==> src/rtl/spi_cfg_pkg.sv <==
package spi_cfg_pkg;

  localparam int unsigned ADDR_W = 5;
  localparam int unsigned DATA_W = 8;

  typedef enum logic [1:0] {
    ST_IDLE,
    ST_HDR,
    ST_DATA,
    ST_DONE
  } xfer_st_t;

  // Bits each register actually implements; the rest are held at zero.
  function automatic logic [DATA_W-1:0] bit_mask(input logic [ADDR_W-1:0] a);
    case (a)
      5'h00:        return 8'hC0;
      5'h10:        return 8'hF7;
      5'h11, 5'h12: return 8'h77;
      default:      return 8'hFF;
    endcase
  endfunction

  function automatic logic [DATA_W-1:0] reset_val(input logic [ADDR_W-1:0] a);
    case (a)
      5'h10:   return 8'h44;
      5'h11:   return 8'h62;
      5'h12:   return 8'h01;
      default: return 8'h00;
    endcase
  endfunction

endpackage

==> src/rtl/spi_pin_sync.sv <==
module spi_pin_sync #(
  parameter int unsigned STAGES  = 2,
  parameter int unsigned W       = 3,
  parameter logic [W-1:0] RST_VAL = '0
) (
  input  logic         clk,
  input  logic         rst,
  input  logic [W-1:0] d,
  output logic [W-1:0] q
);

  logic [W-1:0] pipe [STAGES];

  always_ff @(posedge clk) begin
    if (rst) begin
      for (int i = 0; i < STAGES; i++) pipe[i] <= RST_VAL;
    end else begin
      pipe[0] <= d;
      for (int i = 1; i < STAGES; i++) pipe[i] <= pipe[i-1];
    end
  end

  assign q = pipe[STAGES-1];

endmodule

==> src/rtl/spi_cfg_regs.sv <==
module spi_cfg_regs
  import spi_cfg_pkg::*;
#(
  parameter int unsigned AW = ADDR_W,
  parameter int unsigned DW = DATA_W
) (
  input  logic          clk,
  input  logic          rst,
  input  logic          we,
  input  logic [AW-1:0] waddr,
  input  logic [DW-1:0] wdata,
  input  logic [AW-1:0] raddr,
  output logic [DW-1:0] rdata,
  output logic          cfg_lsb_first,
  output logic          cfg_four_wire
);

  localparam int unsigned DEPTH = 1 << AW;

  logic [DW-1:0] mem [DEPTH];

  always_ff @(posedge clk) begin
    if (rst) begin
      for (int i = 0; i < DEPTH; i++) mem[i] <= reset_val(AW'(i));
    end else if (we) begin
      mem[waddr] <= wdata & bit_mask(waddr);
    end
  end

  assign rdata         = mem[raddr];
  assign cfg_lsb_first = mem[0][6];
  assign cfg_four_wire = mem[0][7];

  // undefined bits never read back as 1
  p_undef_zero_r9: assert property (@(posedge clk) disable iff (rst)
    (rdata & ~bit_mask(raddr)) == '0);

  // first cycle out of reset shows the documented defaults
  p_reset_val_r10: assert property (@(posedge clk) disable iff (rst)
    $past(rst) |-> rdata == reset_val(raddr));

  // a write strobe lands in the addressed register on the next edge
  p_commit_r11: assert property (@(posedge clk) disable iff (rst)
    we |=> mem[$past(waddr)] == ($past(wdata) & bit_mask($past(waddr))));

endmodule

==> src/rtl/spi_cfg_slave.sv <==
module spi_cfg_slave
  import spi_cfg_pkg::*;
#(
  parameter int unsigned AW          = ADDR_W,
  parameter int unsigned DW          = DATA_W,
  parameter int unsigned SYNC_STAGES = 2
) (
  input  logic clk,
  input  logic rst,
  input  logic sclk,
  input  logic sen_n,
  input  logic sdio_in,
  output logic sdio_out,
  output logic sdio_oe,
  output logic sdo_out,
  output logic sdo_oe
);

  localparam int unsigned BIT_W = $clog2(DW);
  localparam int unsigned CNT_W = 2;

  // ---------------- pin resampling and edge detect
  logic [2:0] pins_q;
  logic       sclk_q, sen_q, din_q, sclk_d1;
  logic       rise, fall;

  spi_pin_sync #(.STAGES(SYNC_STAGES), .W(3), .RST_VAL(3'b010)) u_sync (
    .clk (clk),
    .rst (rst),
    .d   ({sclk, sen_n, sdio_in}),
    .q   (pins_q)
  );

  assign {sclk_q, sen_q, din_q} = pins_q;

  always_ff @(posedge clk) begin
    if (rst) sclk_d1 <= 1'b0;
    else     sclk_d1 <= sclk_q;
  end

  assign rise = sclk_q & ~sclk_d1;
  assign fall = ~sclk_q & sclk_d1;

  // ---------------- byte sequencer
  xfer_st_t         st;
  logic [BIT_W-1:0] bit_cnt;
  logic [DW-1:0]    sh;
  logic             rd;
  logic [CNT_W-1:0] left;
  logic [AW-1:0]    addr;
  logic             lsb_l, fw_l;
  logic             cfg_lsb, cfg_fw;
  logic [DW-1:0]    rx_next, rdata;
  logic             byte_end, we;
  logic [AW-1:0]    addr_step;

  assign rx_next   = lsb_l ? {din_q, sh[DW-1:1]} : {sh[DW-2:0], din_q};
  assign byte_end  = rise && (bit_cnt == BIT_W'(DW-1));
  assign addr_step = lsb_l ? addr + 1'b1 : addr - 1'b1;
  assign we        = (st == ST_DATA) && !sen_q && !rd && byte_end;

  always_ff @(posedge clk) begin
    if (rst) begin
      st      <= ST_IDLE;
      bit_cnt <= '0;
      sh      <= '0;
      rd      <= 1'b0;
      left    <= '0;
      addr    <= '0;
      lsb_l   <= 1'b0;
      fw_l    <= 1'b0;
    end else if (sen_q) begin
      st      <= ST_IDLE;
      bit_cnt <= '0;
    end else begin
      unique case (st)
        ST_IDLE: begin
          lsb_l   <= cfg_lsb;
          fw_l    <= cfg_fw;
          bit_cnt <= '0;
          st      <= ST_HDR;
        end
        ST_HDR: if (rise) begin
          sh      <= rx_next;
          bit_cnt <= bit_cnt + 1'b1;
          if (byte_end) begin
            rd      <= rx_next[DW-1];
            left    <= rx_next[AW+CNT_W-1:AW];
            addr    <= rx_next[AW-1:0];
            bit_cnt <= '0;
            st      <= ST_DATA;
          end
        end
        ST_DATA: if (rise) begin
          sh      <= rx_next;
          bit_cnt <= bit_cnt + 1'b1;
          if (byte_end) begin
            bit_cnt <= '0;
            addr    <= addr_step;
            if (left == '0) st   <= ST_DONE;
            else            left <= left - 1'b1;
          end
        end
        default: ;
      endcase
    end
  end

  spi_cfg_regs #(.AW(AW), .DW(DW)) u_regs (
    .clk           (clk),
    .rst           (rst),
    .we            (we),
    .waddr         (addr),
    .wdata         (rx_next),
    .raddr         (addr),
    .rdata         (rdata),
    .cfg_lsb_first (cfg_lsb),
    .cfg_four_wire (cfg_fw)
  );

  // ---------------- read shifter and output registers
  logic [BIT_W-1:0] tx_idx;
  logic             tx_bit;

  assign tx_idx = lsb_l ? bit_cnt : BIT_W'(DW-1) - bit_cnt;
  assign tx_bit = rdata[tx_idx];

  always_ff @(posedge clk) begin
    if (rst || sen_q) begin
      sdio_out <= 1'b0;
      sdo_out  <= 1'b0;
      sdio_oe  <= 1'b0;
      sdo_oe   <= 1'b0;
    end else if (fall) begin
      if (st == ST_DATA && rd) begin
        sdio_out <= tx_bit;
        sdo_out  <= tx_bit;
        sdio_oe  <= !fw_l;
        sdo_oe   <= fw_l;
      end else begin
        sdio_oe  <= 1'b0;
        sdo_oe   <= 1'b0;
      end
    end
  end

  // never both lines driven
  p_oe_excl_r5: assert property (@(posedge clk) disable iff (rst)
    $onehot0({sdio_oe, sdo_oe}));

  // deselect silences both lines
  p_quiet_idle_r3: assert property (@(posedge clk) disable iff (rst)
    sen_q |=> !sdio_oe && !sdo_oe);

  // dedicated line stays off in 3-wire transactions
  p_no_sdo_3w_r4: assert property (@(posedge clk) disable iff (rst)
    !fw_l |-> !sdo_oe);

  // a write transfer never drives either line
  p_no_drive_wr_r6: assert property (@(posedge clk) disable iff (rst)
    (st == ST_DATA && !rd) |-> !sdio_oe && !sdo_oe);

  // address moves one step in the direction set by bit order
  p_addr_step_r8: assert property (@(posedge clk) disable iff (rst)
    (st == ST_DATA && !sen_q && byte_end && left != '0) |=>
      addr == ($past(lsb_l) ? AW'($past(addr) + 1'b1) : AW'($past(addr) - 1'b1)));

endmodule

==> config.mk <==
export PLATFORM = sky130hd
export DESIGN_NAME = spi_cfg_slave
export DESIGN_NICKNAME = d
export VERILOG_FILES = /design/src/rtl/spi_cfg_pkg.sv /design/src/rtl/spi_pin_sync.sv /design/src/rtl/spi_cfg_regs.sv /design/src/rtl/spi_cfg_slave.sv
export SDC_FILE = /design/constraint.sdc
export NUM_CORES = 1
export LEC_CHECK = 0
export BUFFER_PORTS_ARGS = -buffer_cell sky130_fd_sc_hd__buf_2
export CAP_MARGIN = 20
export CORE_MARGIN = 2
export CORE_UTILIZATION = 40
export CTS_CLUSTER_SIZE = 20
export DETAILED_ROUTE_END_ITERATION = 16
export GPL_TIMING_DRIVEN = 0
export PLACE_DENSITY = 0.65
export REMOVE_ABC_BUFFERS = 1
export SYNTH_ARGS = -nofsm -noshare
export SYNTH_HDL_FRONTEND = slang
export SYNTH_SLANG_ARGS = --single-unit
==> constraint.sdc <==
create_clock -name clk -period 7.31 [get_ports clk]
set_clock_uncertainty 0.15 [all_clocks]
set_input_delay 0.731 -clock clk [delete_from_list [all_inputs] [get_ports clk]]
set_output_delay 0.731 -clock clk [all_outputs]
set_load 0.05 [all_outputs]
* After elaboration in Yosys (flattened, before gate mapping)
Memory sizes are Yosys's and may differ from the RTL's. A register that Yosys moved wholly into a read port is not among the register bits.
Cells that the tools add are included.
** Storage, ports and cells
- Bits in registers :: 25
- Memory bits (writable) :: 262
- Output and inout bits :: 4
- Memories :: 2
** Operators by class
- Add/sub/neg operators :: 5
- $lt $le $gt $ge :: 1
- Eq/ne operators :: 13
- Muxes and demuxes :: 47
- Bitwise logic cells :: 8
- Reduce and logical (&&, ||, !) cells :: 27
** Memories
- u_regs.mem :: depth 32, bits a word 8, read ports 2, clocked after memory_dff 2, wr ports 32, RTL line spi_cfg_regs.sv:20 : logic [DW-1:0] mem [DEPTH];
- u_sync.pipe :: depth 2, bits a word 3, read ports 2, clocked after memory_dff 0, wr ports 2, RTL line spi_pin_sync.sv:12 : logic [W-1:0] pipe [STAGES];
** Operators with widths (number)
- 2-to-1 mux 8 bit :: 8
- 2-to-1 mux 5 bit :: 8
- case mux 8 bit (3 select lines) :: 1
- 2-to-1 mux 2 bit :: 10
- == test 5 bit (second input constant) :: 3
- 2-to-1 mux 3 bit :: 5
- AND reduction 6 bit :: 2
- 2-to-1 mux 1 bit :: 10
- inequality test 2 bit (second input constant) :: 5
- case mux 5 bit (2 select lines) :: 1
- bitwise AND 8 bit :: 1
- OR reduction 8 bit :: 1
- AND reduction 7 bit :: 1
- case mux 2 bit (3 select lines) :: 1
- case mux 3 bit (2 select lines) :: 1
- AND reduction 2 bit :: 3
- OR reduction 2 bit :: 3
- adder 5 x 1 -> 5 bit (second input constant) :: 1
- logical AND 1 bit :: 5
- logical NOT 5 bit :: 1
- subtractor 5 x 1 -> 5 bit (second input constant) :: 1
- logical NOT 2 bit :: 2
- less-than comparator 3 x 4 -> 1 bit (second input constant) :: 1
- inequality test 2 x 1 -> 1 bit (second input constant) :: 2
- other kinds (17) :: 24

* Longest topological paths before layout
- Depth after elaboration :: 9
- Depth in mapped cells :: 12
- Mapped depth without buffers :: 10

* Cells and area by module
Synthesis repeated with hierarchy kept, for this count alone.
** Unflattened totals
- Cells, all modules :: 945
- Area, all modules :: 13207.7 µm²
** Modules (own cells, without submodules)
- spi_cfg_regs :: times used 1, cells each 739, area an instance 11333.4 µm²
- spi_cfg_slave :: times used 1, cells each 191, area an instance 1694.1 µm²
- spi_pin_sync :: times used 1, cells each 15, area an instance 180.2 µm²

* Worst setup path after synthesis
OpenSTA, ideal clock, no wires.
- Kind :: input port to flip-flop
- Start :: input rst
- End :: memory u_regs.mem[22][0] (netlist name), enable pin
- Library setup time :: 0.334 ns
- Arrival :: 2.404 ns
- Data required time :: 6.826 ns
- Path slack :: 4.421 ns
- Stages :: 7
- Buffers on the path :: 1
- Path through :: clkbuf_1 -> or2_2 -> nor4_1 -> nand2_1 -> nor2_1 -> nand2_1 -> nand2b_1
** RTL lines
- start: declaration :: RTL line spi_cfg_slave.sv:9 : input logic rst,
- end: declaration :: RTL line spi_cfg_regs.sv:20

==> summary.md <==
Using the TritonRoute via totals, the vias-per-cell ratio works out to 5.61. The number of global-route vias before repair was 8149; the number of max-cap violations was 0. The first routing iteration left 788 violations. The number of top-level design ports was 9; the post-detailed-routing wire length was 32.4 mm. In the final timing run, aggregate negative setup slack is 0 ns.

The worst slew margin relative to its limit is 0.236. After detailed routing, the average wire length per cell comes to 21.3 µm. For the number of nets in the layout, the log shows 1061. Setup violations remaining at the end of the flow were counted as 0. The critical path goes through ha_1 -> ha_1 -> nand2_1 -> nor4_1 -> nand2_1 -> nor2_1 -> nand2_1 -> nand2b_1. The area of the die was 35200 µm². VDD sags by at most 0.000146 V. The worst setup path is of the reg2reg kind. The worst register-to-register path ends at u_regs.mem[7][6]$_SDFFCE_PN0P_. Summing all placed instances gives a cell area of 14000 µm².

The fraction of registers with async set or reset after synthesis is 0. After synthesis the cells add up to 13500 µm². The run gives 64 as the pin count of the biggest net entering global routing.

For the initial antenna violation count, the log shows 0. Hold repair after CTS inserted 0 buffers. In this run the deepest clock path goes through 3 buffers. For the post-synthesis sequential area ratio, the log shows 0.627. The tools report the kind of end point of the critical path as a register.

The routed design could run at a clock period as short as 4.36 ns. The number of setup buffers added after CTS is 0. The tools report the end-of-flow core utilization as 0.449. The tools report the residual antenna-violating net count after detailed routing as 0.

The worst hold path class is in2reg. The logs give 0 for the number of max-slew violations in the final report and 0 for the count of yosys warnings during synthesis. Setup slack on the worst reg-to-reg path comes out at 2.95 ns.

The area share of fa/ha/maj cells after synthesis was 0.0117. For the number of failing hold endpoints at the final stage, the log shows 0. Before antenna repair, the detailed router went through 6 iterations. After synthesis, the largest family of logic cells by area is simple AND/OR/NAND/NOR gates. Counting distinct cell types in the post-synthesis netlist gives 58.

The tools report the data arrival time of the critical path as 4.40 ns. The floorplan has 67 rows. The synthesized netlist cell count was 1058.

At the pin with the least slew margin, the transition time is 1.14 ns. The synthesized area per cell came out at 12.7 µm². Of all nets on the critical path, the largest fanout is 14. The cell with the most instances on the worst path is sky130_fd_sc_hd__nand2_1. The first element of the critical path is bit_cnt[1]$_SDFFE_PP0P_.

The die height is 187 µm. After routing the design area is 15000 µm². In the layout the commonest cells are sky130_fd_sc_hd__nor2_1 (285), sky130_fd_sc_hd__edfxtp_1 (256), sky130_fd_sc_hd__nand2_1 (64). The data required time of the critical path is 7.35 ns. In the routed design, unresolved DRC markers number 0.

The xor-xnor portion of the synthesized cell area was 0.00325; the via count was 8499. The startpoint class of the critical path was a register. TritonCTS built the clock tree. The run finished with clean final reports. Dividing total power by cell area gives a power density of 230 nW/µm². The die is 187 µm wide.

Clock-pin slew of the registers on the worst-case setup and hold paths: 0.06 ns. The share of post-route cells with drive strength above 1 is 0.113. The first global-routing pass estimated 49.2 mm of wire. Number of cells upsized or downsized after cts: 0.

Setup repair after global routing left no endpoint under its margin. Leaving out fill and tap cells, the most frequent cell in the layout is sky130_fd_sc_hd__nor2_1. The worst-skew pair later-pin latency was 0.56 ns.

For the total clock buffers created by CTS, the log shows 30. The final critical-path share of the clock period came out at 0.596. Counting flops and latches in the post-synthesis netlist gives 294. For the static leakage, the log shows 0.00483 µW.

Counting every sink on the clock net gives 294. The congestion estimate from routability-driven global placement came to 0.824. The run gives 0.404 as the effective utilization at floorplan.

The tools report the endpoint of the worst setup timing path as u_regs.mem[7][6]$_SDFFCE_PN0P_. The simple-gate share of the synthesized area came out at 0.145. Library cell contributing the largest single delay on the critical path: sky130_fd_sc_hd__nor2_1. From synthesis to final layout, the design area changed by 11.1%.

For this run, the top clock speed supported by timing is 229 MHz. The number of cells on the worst reg-to-reg path is 8. In this run the critical register-to-register path is launched from bit_cnt[1]$_SDFFE_PP0P_. The total global-route track usage is 0.182. During placement, the flow inserted port buffers numbering 8. Clock tree synthesis selected as its root buffer the cell sky130_fd_sc_hd__clkbuf_16.

Detailed placement finished with a half-perimeter wire length of 20.9 mm. The compound-gate portion of the synthesized area is 0.0482, and the deepest level of the CTS H-tree is 1. In the synthesized netlist the dominant register cell turns out to be sky130_fd_sc_hd__edfxtp_1. After floorplanning, the core was sized to cover 33400 µm².

The overflow left after global routing is 0, and the number of enable-type register cells in the synthesized netlist is 256. The share of cell area taken by muxes after synthesis works out to 0.129. The number of antenna repair diodes came out at 0. The delay of the slowest cell on the worst path is 0.85 ns.
-- worst max-delay path: cells and delay by family (launching register included) --
kind	cells	cell delay, ns
and+or+nand+nor	6	2.75
adders and majority gates	2	0.48
DFF	1	0.63
-- state kept, by name, summed over array words and instances (netlist names), named ones only --
name	flops
bit_cnt	3
fw_l	1
lsb_l	1
addr	5
u_sync.pipe	6
sclk_d1	1
st	2
sdio_oe	1
left	2
sdo_oe	1
rd	1
u_regs.mem	256
sh	8
sdo_out	1
-- cell usage after synthesis, drive strengths merged (15+ instances only) --
library cell  count  area (µm²)
nand2b           37         231
nor2            285        1070
dfxtp            38         761
a21oi            16        80.1
buf              23         221
nor3             19        95.1
mux2i            52         521
edfxtp          256        7690
inv              15        56.3
clkbuf           53         203
mux4             46        1090
nand2            64         240
o21ai            15        78.8
-- how the worst min path moves through the flow --
stage / start / endpoint / slack, ns / cells after the start
after detailed placement: u_sync.pipe[0][1]$_SDFF_PP1_ / u_sync.pipe[0][4]$_SDFF_PP1_ / 0.25 / 1
after global routing: sen_n / u_sync.pipe[0][1]$_SDFF_PP1_ / 0.21 / 2
final: sen_n / u_sync.pipe[0][1]$_SDFF_PP1_ / 0.21 / 2
after CTS: sen_n / u_sync.pipe[0][1]$_SDFF_PP1_ / 0.19 / 2
after floorplan: u_sync.pipe[0][1]$_SDFF_PP1_ / u_sync.pipe[0][4]$_SDFF_PP1_ / 0.24 / 1
after global placement: u_sync.pipe[0][1]$_SDFF_PP1_ / u_sync.pipe[0][4]$_SDFF_PP1_ / 0.25 / 1
-- logic make-up after synthesis --
family | Yosys count
and+or+nand+nor | 453
buffers and inverters | 92
AOI/OAI and AO/OA | 92
DFF | 294
xor gates and xnor gates | 5
adders and majority gates | 12
other | 1
muxes | 109
-- metal layers --
layer,track usage,wire [µm]
met2,0.302,15600
met4,0.0524,793
met3,0.0226,2360
met5,0,0
met1,0.253,13600
-- through the flow --
step	total power (µW)	hold WS [ns]	setup slack, ns	cells
floorplan	1970	0.239	2.98	992
global placement	2010	0.246	1.35	1448
detailed placement	2010	0.247	2.47	1458
CTS	3460	0.190	3.03	1514
global route	3530	0.209	2.72	1516
finish	3450	0.214	2.95	1516
-- power breakdown --
part           internal, µW  leakage (µW)  switching (µW)
Combinational          33.1       0.00142            63.0
Clock                   823      0.000454             644
Sequential             1870       0.00295            16.1
-- cell type report --
| cell class | count | area, µm² |
|---|---|---|
| multi-input cells | 682 | 4590 |
| fillers | 3015 | 18400 |
| clock inverters | 22 | 170 |
| clock buffers | 34 | 766 |
| well taps | 448 | 561 |
| inverters | 16 | 60.1 |
| flip-flops and latches | 294 | 8460 |
| repair buffers | 20 | 363 |
Power figures use the tool's default switching activity.
